<file path="src/rtl/fde_pkg.sv">
package fde_pkg;
    localparam int unsigned IDX_W  = 16;
    localparam int unsigned QSEL_W = 2;
    localparam int unsigned ADDR_W = IDX_W + QSEL_W;
    localparam int unsigned DATA_W = 32;

    typedef enum logic [QSEL_W-1:0] {
        QS_FRAME_A = 2'b00,
        QS_FRAME_B = 2'b01,
        QS_RESULT  = 2'b10,
        QS_SPARE   = 2'b11
    } qsel_e;

    typedef enum logic [2:0] {
        ST_IDLE,
        ST_TEST,
        ST_FETCH_A,
        ST_FETCH_B,
        ST_STORE,
        ST_FIN
    } seq_state_e;

    typedef struct packed {
        logic  rd;
        logic  wr;
        logic  clr_idx;
        logic  step_idx;
        logic  hold_a;
        logic  hold_b;
        logic  fin;
        qsel_e qsel;
    } seq_ctl_t;

    function automatic logic [ADDR_W-1:0] join_addr(input qsel_e q, input logic [IDX_W-1:0] i);
        return {q, i};
    endfunction
endpackage

</file>
<file path="src/rtl/fde_index.sv">
module fde_index
    import fde_pkg::*;
#(
    parameter int unsigned W = IDX_W
) (
    input  logic         clk,
    input  logic         rst,
    input  logic         clr_idx,
    input  logic         step_idx,
    input  logic [W-1:0] span,
    output logic [W-1:0] idx,
    output logic         at_end
);
    logic [W-1:0] idx_q;
    logic [W-1:0] span_q;

    always_ff @(posedge clk) begin
        if (rst) begin
            idx_q  <= '0;
            span_q <= '0;
        end else if (clr_idx) begin
            idx_q  <= '0;
            span_q <= span;
        end else if (step_idx) begin
            idx_q  <= idx_q + 1'b1;
        end
    end

    assign idx    = idx_q;
    assign at_end = (idx_q == span_q);
endmodule

</file>
<file path="src/rtl/fde_datapath.sv">
module fde_datapath
    import fde_pkg::*;
#(
    parameter int unsigned W = DATA_W
) (
    input  logic         clk,
    input  logic         rst,
    input  logic         hold_a,
    input  logic         hold_b,
    input  logic [W-1:0] rdata,
    output logic [W-1:0] diff
);
    logic [W-1:0] a_q;
    logic [W-1:0] diff_q;

    always_ff @(posedge clk) begin
        if (rst) begin
            a_q    <= '0;
            diff_q <= '0;
        end else begin
            if (hold_a) a_q    <= rdata;
            if (hold_b) diff_q <= rdata - a_q;
        end
    end

    assign diff = diff_q;
endmodule

</file>
<file path="src/rtl/fde_seq.sv">
module fde_seq
    import fde_pkg::*;
(
    input  logic     clk,
    input  logic     rst,
    input  logic     go,
    input  logic     ack,
    input  logic     at_end,
    output seq_ctl_t ctl
);
    seq_state_e st, st_nxt;

    always_ff @(posedge clk) begin
        if (rst) st <= ST_IDLE;
        else     st <= st_nxt;
    end

    always_comb begin
        ctl    = '0;
        st_nxt = st;
        unique case (st)
            ST_IDLE: begin
                if (go) begin
                    ctl.clr_idx = 1'b1;
                    st_nxt      = ST_TEST;
                end
            end
            ST_TEST: begin
                st_nxt = at_end ? ST_FIN : ST_FETCH_A;
            end
            ST_FETCH_A: begin
                ctl.rd   = 1'b1;
                ctl.qsel = QS_FRAME_A;
                if (ack) begin
                    ctl.hold_a = 1'b1;
                    st_nxt     = ST_FETCH_B;
                end
            end
            ST_FETCH_B: begin
                ctl.rd   = 1'b1;
                ctl.qsel = QS_FRAME_B;
                if (ack) begin
                    ctl.hold_b = 1'b1;
                    st_nxt     = ST_STORE;
                end
            end
            ST_STORE: begin
                ctl.wr   = 1'b1;
                ctl.qsel = QS_RESULT;
                if (ack) begin
                    ctl.step_idx = 1'b1;
                    st_nxt       = ST_TEST;
                end
            end
            ST_FIN: begin
                ctl.fin = 1'b1;
                if (!go) st_nxt = ST_IDLE;
            end
            default: st_nxt = ST_IDLE;
        endcase
    end
endmodule

</file>
<file path="src/rtl/frame_delta_engine.sv">
module frame_delta_engine
    import fde_pkg::*;
(
    input  logic              clk,
    input  logic              rst,
    input  logic              go,
    input  logic [IDX_W-1:0]  span,
    input  logic              mem_ack,
    input  logic [DATA_W-1:0] mem_rdata,
    output logic              mem_rd,
    output logic              mem_wr,
    output logic [ADDR_W-1:0] mem_addr,
    output logic [DATA_W-1:0] mem_wdata,
    output logic              done
);
    seq_ctl_t         ctl;
    logic [IDX_W-1:0] idx;
    logic             at_end;

    fde_seq u_seq (
        .clk    (clk),
        .rst    (rst),
        .go     (go),
        .ack    (mem_ack),
        .at_end (at_end),
        .ctl    (ctl)
    );

    fde_index #(.W(IDX_W)) u_index (
        .clk      (clk),
        .rst      (rst),
        .clr_idx  (ctl.clr_idx),
        .step_idx (ctl.step_idx),
        .span     (span),
        .idx      (idx),
        .at_end   (at_end)
    );

    fde_datapath #(.W(DATA_W)) u_dp (
        .clk    (clk),
        .rst    (rst),
        .hold_a (ctl.hold_a),
        .hold_b (ctl.hold_b),
        .rdata  (mem_rdata),
        .diff   (mem_wdata)
    );

    assign mem_rd   = ctl.rd;
    assign mem_wr   = ctl.wr;
    assign mem_addr = join_addr(ctl.qsel, idx);
    assign done     = ctl.fin;
endmodule

</file>
<file path="config.mk">
export PLATFORM = sky130hd
export DESIGN_NAME = frame_delta_engine
export DESIGN_NICKNAME = d
export VERILOG_FILES = /design/src/rtl/fde_pkg.sv /design/src/rtl/fde_index.sv /design/src/rtl/fde_datapath.sv /design/src/rtl/fde_seq.sv /design/src/rtl/frame_delta_engine.sv
export SDC_FILE = /design/constraint.sdc
export NUM_CORES = 1
export LEC_CHECK = 0
export BUFFER_PORTS_ARGS = -buffer_cell sky130_fd_sc_hd__buf_2
export CORE_MARGIN = 1.5
export CORE_UTILIZATION = 29
export CTS_BUF_LIST = sky130_fd_sc_hd__clkbuf_8 sky130_fd_sc_hd__clkbuf_16
export CTS_CLUSTER_DIAMETER = 120
export DETAILED_ROUTE_END_ITERATION = 7
export HOLD_SLACK_MARGIN = 0.03
export PLACE_DENSITY = 0.51
export SYNTH_ARGS = -nofsm -noshare
export SYNTH_HDL_FRONTEND = slang
export SYNTH_SLANG_ARGS = --single-unit
</file>
<file path="constraint.sdc">
create_clock -name clk -period 5.45 [get_ports clk]
set_clock_uncertainty 0.05 [all_clocks]
set_input_delay 0 -clock clk [delete_from_list [all_inputs] [get_ports clk]]
set_output_delay 0 -clock clk [all_outputs]
set_load 0.005 [all_outputs]
</file>
=== After elaboration in Yosys (flattened, before gate mapping) ===
Cells that the tools add are included.

* Bits in registers: 99
* Input port bits: 52
* Output and inout bits: 53
* Word-level logic and storage cells: 39

* Add/subtract/negate cells: 2
* Equal/unequal tests: 11
* Multiplexer cells: 17
* Reductions and logical operators: 4

{| class="wikitable"
|+ Operators by type and width
! operator !! count
|-
| subtractor 32 bit || 1
|-
| 2-to-1 mux 3 bit || 6
|-
| one-hot mux 3 bit (6 select lines) || 1
|-
| adder 16 x 1 -> 16 bit, second input constant || 1
|-
| == test 16 bit || 1
|-
| inequality test 2 bit, second input constant || 5
|-
| 2-to-1 mux 1 bit || 9
|-
| == test 3 x 2 -> 1 bit, second input constant || 2
|-
| == test 3 bit, second input constant || 2
|-
| AND reduction 5 bit || 1
|-
| one-hot mux 2 bit (2 select lines) || 1
|-
| OR reduction 2 bit || 2
|-
| == test 3 x 1 -> 1 bit, second input constant || 1
|-
| zero test 3 bit || 1
|}

=== Depth between registers and ports, before layout ===
* Depth in word-level cells: 3
* Mapped depth: 12
* Depth with buffers taken out: 12

=== Cells and area by module ===
A second synthesis with hierarchy kept.

* Cells, all modules: 671
* Area, all modules: 5818.1 um^2

{| class="wikitable"
|+ Modules (own cells, without submodules)
! module !! times used !! cells each !! area an instance (um^2) !! seq. area each (um^2)
|-
| fde_datapath || 1 || 476 || 4017.6 || 1281.2
|-
| fde_index || 1 || 161 || 1524.0 || 640.6
|-
| fde_seq || 1 || 34 || 276.5 || 60.1
|}

=== Worst setup path before layout ===
OpenSTA, ideal clock, no wires.

* Kind: reg-to-reg
* Start point: reg u_dp.a_q[5]
* End point: reg u_dp.diff_q[28], in the netlist u_dp.diff[28]
* Library setup time: 119 ps
* Arrival: 2393 ps
* Data required time: 5281 ps
* Slack: 2888 ps
* Cell stages (with the launch flop): 12
* Path buffers: 0
* Period minus slack after synthesis: 2562 ps
* Path through: dfxtp_1 -> inv_1 -> ha_1 -> a21o_1 -> a211o_1 -> o22a_4 -> a32o_2 -> a221oi_4 -> o21ai_2 -> a31oi_2 -> xor2_1 -> o21ai_1

* Word-level cells in the longest chain between the ends: 1

{| class="wikitable"
|+ Ends and longest elaborated chain
! what !! line !! RTL
|-
| from (decl) || fde_datapath.sv:13 || <nowiki>logic [W-1:0] a_q;</nowiki>
|-
| from (signal assigned) || fde_datapath.sv:21 || <nowiki>if (hold_a) a_q <= rdata;</nowiki>
|-
| subtractor 32 bit || fde_datapath.sv:22 || <nowiki>if (hold_b) diff_q <= rdata - a_q;</nowiki>
|-
| to (signal assigned) || fde_datapath.sv:22 ||
|-
| to (decl) || fde_datapath.sv:14 || <nowiki>logic [W-1:0] diff_q;</nowiki>
|}

Every way passes these cells.
A chain may end at the register's enable or synchronous reset.

=== Final worst setup path ===
* Start point: reg u_dp.a_q[4]
* End point: reg u_dp.diff_q[31], in the netlist u_dp.diff[31]

Same word-level chain as after synthesis.

==> metrics.csv <==
stage,metric,value,unit
cells_and_area,Area Overhead vs Synth,27.7,%
logic_synthesis,synth unique cells,55,
global_routing,first-pass GRT wire length,25.0,mm
setup_path,Critical R2R Capture,u_dp.diff[31],
logic_synthesis,"top cells by count, synth","163 x nand2_1, 99 x a21oi_1, 99 x dfxtp_1",
setup_path,reg-to-reg startpoint,u_dp.a_q[4],
global_routing,largest net degree at the start of global routing,79,
setup_path,critical path launch point type,flip-flop,
global_routing,vias in the first global route,5075,
setup_path,cell mode on critical path,a21oi_1,
timing,final hold viol count,0,
floorplanning,Die Span X,141,µm
power_and_ir_drop,Int Power,1520,µW
logic_synthesis,Post-Syn Nets,816,
setup_path,"Arr. time, crit path",3.03,ns
routing,final wirelength,15.4,mm
timing,"Slew Viols, Final",0,
global_routing,Total Routing Usage GR,15.6,%
routing,DR iter-0 viols,208,
cts,deepest clock path buffer count,2,
timing,Fmax,353,MHz
cts,Post-CTS Setup Bufs,0,
global_routing,initial antenna violation count,0,
routing,Antenna Nets Post-Route,0,
place,RePlAce Congestion,0.801,
timing,Final Setup Violations,0,
cells_and_area,fin area,7090,µm²
logic_synthesis,Syn Std Cell Area,5550,µm²
cells_and_area,diode count,0,
status,status,"finished, final reports clean",
place,dpl hpwl,11.0,mm
job,number of max-cap violations,0,
setup_path,Crit-path slowest cell,a311oi_1,
floorplanning,io pins,105,
cts,H-Tree Level Count,3,
cells_and_area,Seq. cell area,1980,µm²
routing,WL/cell,14.0,µm
cts,clk_lat worst skew,0.36,ns
place,Placed Area,6280,µm²
timing,crit share post-route,52.0,%
power_and_ir_drop,sequential power share,37.4,%
routing,DR vias,5330,
logic_synthesis,most common cell in the netlist,nand2_1,
power_and_ir_drop,Sw Share,34.9,%
timing,relative slew slack,36.3,%
logic_synthesis,post-synthesis sequential area ratio,35.7,%
cts,count of clock tree sinks,99,
power_and_ir_drop,PwrDens,328,nW/µm²
power_and_ir_drop,clock share of power,30.2,%
setup_path,biggest cell delay along the critical path,0.48,ns
logic_synthesis,Synth Flop Type,dfxtp_1,
cts,CTS tree,done,
cells_and_area,Fill cells,2036,
setup_path,Critical path destination,u_dp.diff[31],
cts,clock root cell,clkbuf_16,
cts,"CTS clk-pin slew, worst paths",0.08,ns
floorplanning,core area,18800,µm²
timing,Period minus WS final,2.84,ns
routing,Vias/cell,4.84,
logic_synthesis,Yosys reg bits,99,
logic_synthesis,ys async rst share,0,%
floorplanning,die area,20000,µm²
setup_path,CP required,5.65,ns
routing,# DRC,0,
logic_synthesis,"top cells by area, synth","dfxtp_1 36%, nand2_1 11%, a21oi_1 8.9%",
power_and_ir_drop,Worst IR Drop VDD,0.148,mV
cells_and_area,Multi-input gate area,3290,µm²
min_path,Hold Path Class,input port to flip-flop,
setup_path,depth of the most critical reg-to-reg path,11,
global_routing,GRT overflow,0,
setup_path,Worst Setup End Kind,flip-flop,
cells_and_area,Final nets,947,
place,Port-buffer cells,104,
timing,total negative slack,0,ns
power_and_ir_drop,Leak,0.00291,µW
cells_and_area,share of cells above drive strength 1,15.8,%
setup_path,Setup crit start,u_dp.a_q[4],
setup_path,crit path kind,flip-flop to flip-flop,
logic_synthesis,share of the synthesized area in the top cell type,35.7,%
floorplanning,Die Ht,141,µm
setup_path,R2R setup slack,2.61,ns
timing,RSZ-0062 raised after global routing,no,
floorplanning,initial core utilization,29.6,%
logic_synthesis,syn_area_per_cell,7.60,µm²
power_and_ir_drop,Comb pwr share,32.4,%
logic_synthesis,Yosys warnings,0,
setup_path,crit path max fanout,6,
routing,TritonRoute pass-1 iters,4,
logic_synthesis,Post-synth EDFFs,0,
setup_path,CP Cell Sequence,inv_1 -> ha_1 -> a21oi_1 -> nand2_1 -> a41o_1 -> a21oi_1 -> a211oi_1 -> a311oi_1 -> a21oi_1 -> nor3_1 -> a211oi_1,
cts,TritonCTS Buffers,9,
logic_synthesis,post-synth top area cell,dfxtp_1,
floorplanning,FP Rows,50,
logic_synthesis,Synth Instances,731,
power_and_ir_drop,switching power,811,µW
timing,Worst-Margin Slew,0.951,ns
## placed cells by master, fill, tap and decap left out, types with 6 or more instances in the layout
| cell type | n |
|---|---|
| a21o_1 | 21 |
| a21oi_1 | 99 |
| a31oi_1 | 7 |
| buf_2 | 104 |
| clkbuf_16 | 9 |
| dfxtp_1 | 99 |
| dlygate4sd3_1 | 49 |
| ha_1 | 32 |
| inv_1 | 40 |
| nand2_1 | 163 |
| nand2b_1 | 11 |
| nand3_1 | 22 |
| nand4_1 | 10 |
| nor2_1 | 36 |
| nor3_1 | 10 |
| nor4_1 | 6 |
| o21ai_0 | 16 |
| o21ai_1 | 7 |
| xnor2_1 | 23 |
| xor2_1 | 31 |
## flip-flops by register name (all words and copies together), names as in the netlist
| register | cells |
|---|---|
| u_dp.diff | 32 |
| u_seq.st | 3 |
| u_dp.a_q | 32 |
| u_index.span_q | 16 |
| u_index.idx | 16 |
## cells by family after synthesis
kind of cell / share of synthesized area [%]
muxes: 0.360
AOI/OAI and AO/OA: 20.6
buffers and inverters: 5.36
adders and majority gates: 7.57
and+or+nand+nor: 21.9
xor gates and xnor gates: 8.52
DFF: 35.7
## metal layers
metal / GRT usage [%] / wire length, µm
met5: 0 / 0
met4: 4.94 / 195
met3: 2.23 / 413
met2: 27.2 / 7300
met1: 19.8 / 7460
## power groups by stage
stage | Clock [µW] | Combinational (µW) | Sequential, µW
6_report | 703 | 754 | 871
5_1_grt | 750 | 847 | 882
4_1_cts | 727 | 765 | 873
3_5_place_dp | 0 | 734 | 889
3_3_place_gp | 0 | 735 | 888
2_1_floorplan | 0 | 547 | 857
## stage by stage
step	power (µW)	setup slack (ns)	std cells	util (%)	hold WS [ns]
6_report	2330	2.61	1101	37.8	0.0692
5_1_grt	2480	2.43	1101	37.8	0.111
4_1_cts	2360	2.65	1101	37.8	0.0688
3_5_place_dp	1620	2.66	1036	33.5	0.201
3_3_place_gp	1620	2.70	1036	33.5	0.197
2_1_floorplan	1400	2.89	731	-	0.0860
## what timing repair did
item / 4_1_cts / 5_1_grt
endpoints found under the hold margin: 51 / 0
hold buffers: 49 / 0
resized for setup: 0 / 0
## final cells by class
type                            count  area share, %
Multi-Input combinational cell    553           46.4
Sequential cell                    99           27.9
Timing Repair Buffer              158           14.8
Tap cell                          234           4.13
Clock buffer                        9           3.17
Inverter                           41           2.17
Clock inverter                      7           1.38
## worst max-delay path, delay by kind of cell (launching register included)
family	cells	cell delay (ns)
fa+ha+maj	1	0.33
simple gates	2	0.22
buf+inv	1	0.04
flops	1	0.33
compound gates	7	1.76
## worst min-delay path by stage
stage / endpoint / start / depth (start not counted) / slack [ns]
CTS: u_seq.st[1] / mem_ack / 4 / 0.07
detailed placement: u_index.span_q[15] / span[15] / 3 / 0.20
floorplan: u_dp.a_q[10] / mem_rdata[10] / 2 / 0.09
global route: u_index.span_q[0] / go / 4 / 0.11
global placement: u_index.span_q[0] / span[0] / 3 / 0.20
finish: u_seq.st[1] / mem_ack / 4 / 0.07
No activity file was read; power rests on OpenSTA's default activity.
